[src/rtl/dsc_char_pkg.sv]
package dsc_char_pkg;
  localparam int INFO_W = 7;
  localparam int CHK_W  = $clog2(INFO_W + 1);
  localparam int CHAR_W = INFO_W + CHK_W;
  localparam int CNT_W  = $clog2(CHAR_W);

  typedef logic [INFO_W-1:0] info_t;
  typedef logic [CHK_W-1:0]  chk_t;
  typedef logic [CHAR_W-1:0] char_t;

  function automatic chk_t zero_count(input info_t v);
    chk_t n;
    n = '0;
    for (int i = 0; i < INFO_W; i++) begin
      if (!v[i]) n = n + chk_t'(1);
    end
    return n;
  endfunction
endpackage

[src/rtl/dsc_char_enc.sv]
module dsc_char_enc
  import dsc_char_pkg::*;
(
  input  info_t value,
  output char_t char_o
);
  chk_t zc;
  assign zc = zero_count(value);
  assign char_o[INFO_W-1:0] = value;

  // check field: count MSB lands at the first check position
  for (genvar j = 0; j < CHK_W; j++) begin : g_chk
    assign char_o[INFO_W+j] = zc[CHK_W-1-j];
  end
endmodule

[src/rtl/dsc_char_dec.sv]
module dsc_char_dec
  import dsc_char_pkg::*;
(
  input  char_t rx_char,
  output info_t rx_value,
  output logic  rx_check_err
);
  chk_t rcv;
  for (genvar j = 0; j < CHK_W; j++) begin : g_rcv
    assign rcv[CHK_W-1-j] = rx_char[INFO_W+j];
  end

  assign rx_value     = rx_char[INFO_W-1:0];
  assign rx_check_err = (rcv != zero_count(rx_char[INFO_W-1:0]));
endmodule

[src/rtl/dsc_char_ser.sv]
module dsc_char_ser
  import dsc_char_pkg::*;
(
  input  logic  clk,
  input  logic  rst_n,
  input  logic  load,
  input  char_t load_char,
  input  logic  bit_en,
  output logic  busy,
  output logic  ser_out,
  output logic  done
);
  localparam logic [CNT_W-1:0] LAST = CNT_W'(CHAR_W - 1);

  char_t            shreg;
  logic [CNT_W-1:0] cnt;
  logic             busy_q, done_q;

  always_ff @(posedge clk) begin
    if (!rst_n) begin
      shreg  <= '0;
      cnt    <= '0;
      busy_q <= 1'b0;
      done_q <= 1'b0;
    end else begin
      done_q <= 1'b0;
      if (load) begin
        shreg  <= load_char;
        cnt    <= '0;
        busy_q <= 1'b1;
      end else if (busy_q && bit_en) begin
        shreg <= shreg >> 1;
        if (cnt == LAST) begin
          cnt    <= '0;
          busy_q <= 1'b0;
          done_q <= 1'b1;
        end else begin
          cnt <= cnt + 1'b1;
        end
      end
    end
  end

  assign busy    = busy_q;
  assign done    = done_q;
  assign ser_out = busy_q ? shreg[0] : 1'b1;


  done_pulse_chk: assert property (@(posedge clk) disable iff (!rst_n)
    done |=> !done);

  done_idle_chk: assert property (@(posedge clk) disable iff (!rst_n)
    done |-> (!busy && ser_out));

  hold_bit_chk: assert property (@(posedge clk) disable iff (!rst_n)
    (busy && !bit_en) |=> $stable(ser_out));

  idle_quiet_chk: assert property (@(posedge clk) disable iff (!rst_n)
    (!busy && !load) |=> (!busy && !done && ser_out));
endmodule

[src/rtl/dsc_char_codec.sv]
module dsc_char_codec
  import dsc_char_pkg::*;
(
  input  logic              clk,
  input  logic              rst_n,
  input  logic              in_valid,
  output logic              in_ready,
  input  logic [INFO_W-1:0] in_value,
  input  logic              bit_en,
  output logic              ser_out,
  output logic [CHAR_W-1:0] tx_char,
  output logic              done,
  input  logic [CHAR_W-1:0] rx_char,
  output logic [INFO_W-1:0] rx_value,
  output logic              rx_check_err
);
  char_t enc_char;
  char_t tx_q;
  logic  busy, accept;

  assign in_ready = !busy;
  assign accept   = in_valid && in_ready;

  dsc_char_enc u_enc (.value(in_value), .char_o(enc_char));

  always_ff @(posedge clk) begin
    if (!rst_n) tx_q <= '0;
    else if (accept) tx_q <= enc_char;
  end
  assign tx_char = tx_q;

  dsc_char_ser u_ser (
    .clk(clk), .rst_n(rst_n), .load(accept), .load_char(enc_char),
    .bit_en(bit_en), .busy(busy), .ser_out(ser_out), .done(done)
  );

  dsc_char_dec u_dec (.rx_char(rx_char), .rx_value(rx_value),
                      .rx_check_err(rx_check_err));


  info_field_chk: assert property (@(posedge clk) disable iff (!rst_n)
    accept |=> (tx_char[INFO_W-1:0] == $past(in_value)));

  accept_busy_chk: assert property (@(posedge clk) disable iff (!rst_n)
    accept |=> !in_ready);

  hold_char_chk: assert property (@(posedge clk) disable iff (!rst_n)
    !accept |=> $stable(tx_char));
endmodule

[config.mk]
export PLATFORM = sky130hd
export DESIGN_NAME = dsc_char_codec
export DESIGN_NICKNAME = d
export VERILOG_FILES = /design/src/rtl/dsc_char_pkg.sv /design/src/rtl/dsc_char_enc.sv /design/src/rtl/dsc_char_dec.sv /design/src/rtl/dsc_char_ser.sv /design/src/rtl/dsc_char_codec.sv
export SDC_FILE = /design/constraint.sdc
export NUM_CORES = 1
export LEC_CHECK = 0
export BUFFER_PORTS_ARGS = -buffer_cell sky130_fd_sc_hd__buf_2
export CORE_MARGIN = 2
export CORE_UTILIZATION = 40
export DETAILED_ROUTE_END_ITERATION = 8
export PLACE_DENSITY_LB_ADDON = 0.05
export SLEW_MARGIN = 10
export SYNTH_ARGS = -nofsm -noshare
export SYNTH_HDL_FRONTEND = slang
export SYNTH_SLANG_ARGS = --single-unit
[constraint.sdc]
create_clock -name clk -period 24.7 [get_ports clk]
set_input_delay 7.41 -clock clk [delete_from_list [all_inputs] [get_ports clk]]
set_output_delay 7.41 -clock clk [all_outputs]
set_load 0.02 [all_outputs]
==> flow_summary.json <==
{
  "cp_num_buf_inv": 4,
  "crit_required_ns": 17.29,
  "die_x_um": 71.35,
  "yosys_warnings": 0,
  "vias": 1493,
  "timing.slew.headroom_pct": 42.19,
  "cp.depth": 20,
  "fin_crit_sh_pct": 74.99,
  "timing.fmax_mhz": 53.99,
  "avgRoutedWirePerCell_um": 11.66,
  "crit_chain": "buf_2 -> inv_1 -> ha_1 -> xnor2_1 -> ha_1 -> nor2b_1 -> a31o_2 -> ha_1 -> mux2i_1 -> inv_1 -> ha_1 -> nor2_1 -> a21oi_1 -> ha_1 -> nor2b_1 -> xnor2_1 -> xnor3_1 -> nand2_1 -> a311o_1 -> buf_2",
  "critPathMaxFanout": 3,
  "regArea_um2": 520.5,
  "grt_usage_pct": 14.31,
  "clk_latency_ns": 0.27,
  "totalWireLength_mm": 3.499,
  "dpl_cell_area_um2": 1983,
  "die_area_um2": 5090,
  "critPathMostFrequentCell": "ha_1",
  "ant_nets": 0,
  "nFillCells": 452,
  "layout-drive-gt1-share_pct": 19.76,
  "rows": 24,
  "place.gp.congestion": 0.7373,
  "cts_buffer_depth": 2,
  "status": "completed",
  "n_antenna_cell": 0,
  "start_kind": "primary input",
  "netlist_top_cells_count": "38 x nand2_1, 26 x dfxtp_1, 17 x xnor2_1",
  "design_area_um2": 2038,
  "grt_pass1_wl_mm": 6.072,
  "whs_path_depth": 2,
  "slew_viol_final": 0,
  "drt_iter0_drc": 70,
  "syn_area_um2": 1814,
  "netlist_instances": 220,
  "synth_flop_cell": "dfxtp_1",
  "ir_drop_mv": 0.04066,
  "rsz0062_at_grt": "no",
  "synthesis.nets": 254,
  "multiInputGateArea_um2": 1159,
  "yosys.area.top_type_share_pct": 28.69,
  "synth.distinct_cells": 40,
  "cts_buffers": 3,
  "core_um2": 4354,
  "area_growth_pct": 12.34,
  "initial_core_util_pct": 41.67,
  "cp_data_arrival_time_ns": 11.11,
  "synth_edf_count": 0,
  "crit_family": "adder cells",
  "dp_hpwl_mm": 2.692,
  "root_buffer": "clkbuf_8",
  "setup_tns_ns": 0,
  "r2r_cells": 5,
  "fin_util_pct": 46.81,
  "worst_slew_pin_slew_ns": 0.8653,
  "end_kind": "output pin",
  "cap_violations": 0,
  "avgViaCountPerCell": 4.977,
  "io_pins": 42,
  "avgSynthCellArea_um2": 8.247,
  "grt_max_degree": 19,
  "die_h_um": 71.35,
  "async_flop_share_pct": 0,
  "p_per_area_nw_per_um2": 57.73,
  "cts.sinks": 26,
  "cts_tree": "done",
  "cts-resized-gates": 0,
  "grt_pass1_vias": 1397,
  "synth_seq_area_share_pct": 28.69,
  "yosysTopAreaCell": "dfxtp_1",
  "synth.most_common_cell": "nand2_1",
  "fin_crit_ns": 18.52,
  "ys_seq_elements": 26,
  "clk_pin_slew_ns": 0.09,
  "finalHoldViolations": 0,
  "antenna_found_initial": 0,
  "portBuffers": 41,
  "holdCritPathClass": "flop to flop",
  "critPathSlowestCell": "xnor3_1",
  "cts_max_level": 1,
  "overflow": 0,
  "cts_setup_buffers": 0,
  "setup_violations": 0,
  "drc": 0,
  "hold_buffers": 0,
  "nNetsFinal": 283,
  "crit_type": "primary input to output pin",
  "final.setup_skew_ns": 0.004778,
  "drt_first_pass_iters": 4,
  "p_leak_nw": 0.8749,
  "synth_area_leaders": "dfxtp_1 29%, ha_1 9.0%, xnor2_1 8.2%, nand2_1 7.9%, nor2b_1 3.8%",
  "cp_slowest_stage_delay_ns": 0.36
}
[worst min-delay path, stage by stage, from the launching register on]
cell     delay [ns]
dfxtp_1        0.32
nand2_1        0.05
a21oi_1        0.05
[flip-flops by register name, indices dropped and copies added (netlist names)]
| register | cells |
|---|---|
| u_ser.done | 1 |
| u_ser.shreg | 10 |
| tx_char | 10 |
| u_ser.cnt | 4 |
| u_ser.busy | 1 |
[through the flow]
step           std cells  hold slack [ns]  setup WS [ns]   power [W]
4_1_cts              300           0.4586          6.151   0.0001194
5_1_grt              300           0.4763          5.937   0.0001264
6_report             300           0.4545          6.177   0.0001177
2_1_floorplan        220           0.4360          6.536  0.00008277
3_3_place_gp         296           0.4420          6.262  0.00009166
3_5_place_dp         296           0.4451          6.153  0.00009163
[where the power goes]
part           switching, W  total [W]  internal, W
combinational     0.0000237  0.0000442    0.0000205
clock             0.0000129  0.0000272    0.0000142
sequential       0.00000148  0.0000463    0.0000448
[final timing paths]
kind | slack [ns] | end | from
worst min register to register | 0.45 | tx_char[5]$_SDFFE_PN0P_ | tx_char[5]$_SDFFE_PN0P_
worst max-delay path | 6.18 | rx_check_err | rx_char[0]
worst max register to register | 22.87 | u_ser.cnt[3]$_SDFFE_PP0P_ | u_ser.busy$_SDFFE_PN0P_
worst min-delay path | 0.45 | tx_char[5]$_SDFFE_PN0P_ | tx_char[5]$_SDFFE_PN0P_
[per-layer routing]
metal  vias to the layer above  share of wire, %  track usage (%)
li1                        793                 -                -
met1                       666                53            20.12
met2                        32                42            23.15
met5                         -                 0                0
met4                         0              0.23            1.258
met3                         2               4.7            3.657
[logic make-up (layout without fill, tap and decap cells)]
kind of cell    count (synthesis)  in the layout  synth area share [%]
compound gates                 39             39                 13.31
xor+xnor                       25             25                 14.48
fa+ha+maj                      13             13                 8.966
buf+inv                        26             54                 7.448
flops                          26             26                 28.69
mux                             6              6                 4.000
simple gates                   85             85                 23.10
[area by class of cell]
class / instances / share of cell area (%)
Multi-Input combinational cell: 168 / 56.84
Sequential cell: 26 / 25.54
Timing Repair Buffer: 41 / 10.07
Tap cell: 52 / 3.192
Clock buffer: 4 / 2.701
Inverter: 9 / 1.657
[placed cells by master, fill, tap and decap left out, types with 2 or more instances in the layout]
cell type  count
a21oi_1       13
a31oi_1        8
and2_1         2
buf_2         41
clkbuf_8       4
dfxtp_1       26
ha_1          13
inv_1          8
mux2i_1        5
nand2_1       38
nand2b_1       9
nand3_1        4
nand3b_1       3
nor2_1         8
nor2b_1       11
nor3b_1        2
o211ai_1       4
o21a_1         2
o21ai_0        6
o31ai_1        2
xnor2_1       17
xor2_1         5
xor3_1         2
No activity file was read; power rests on OpenSTA's default activity.
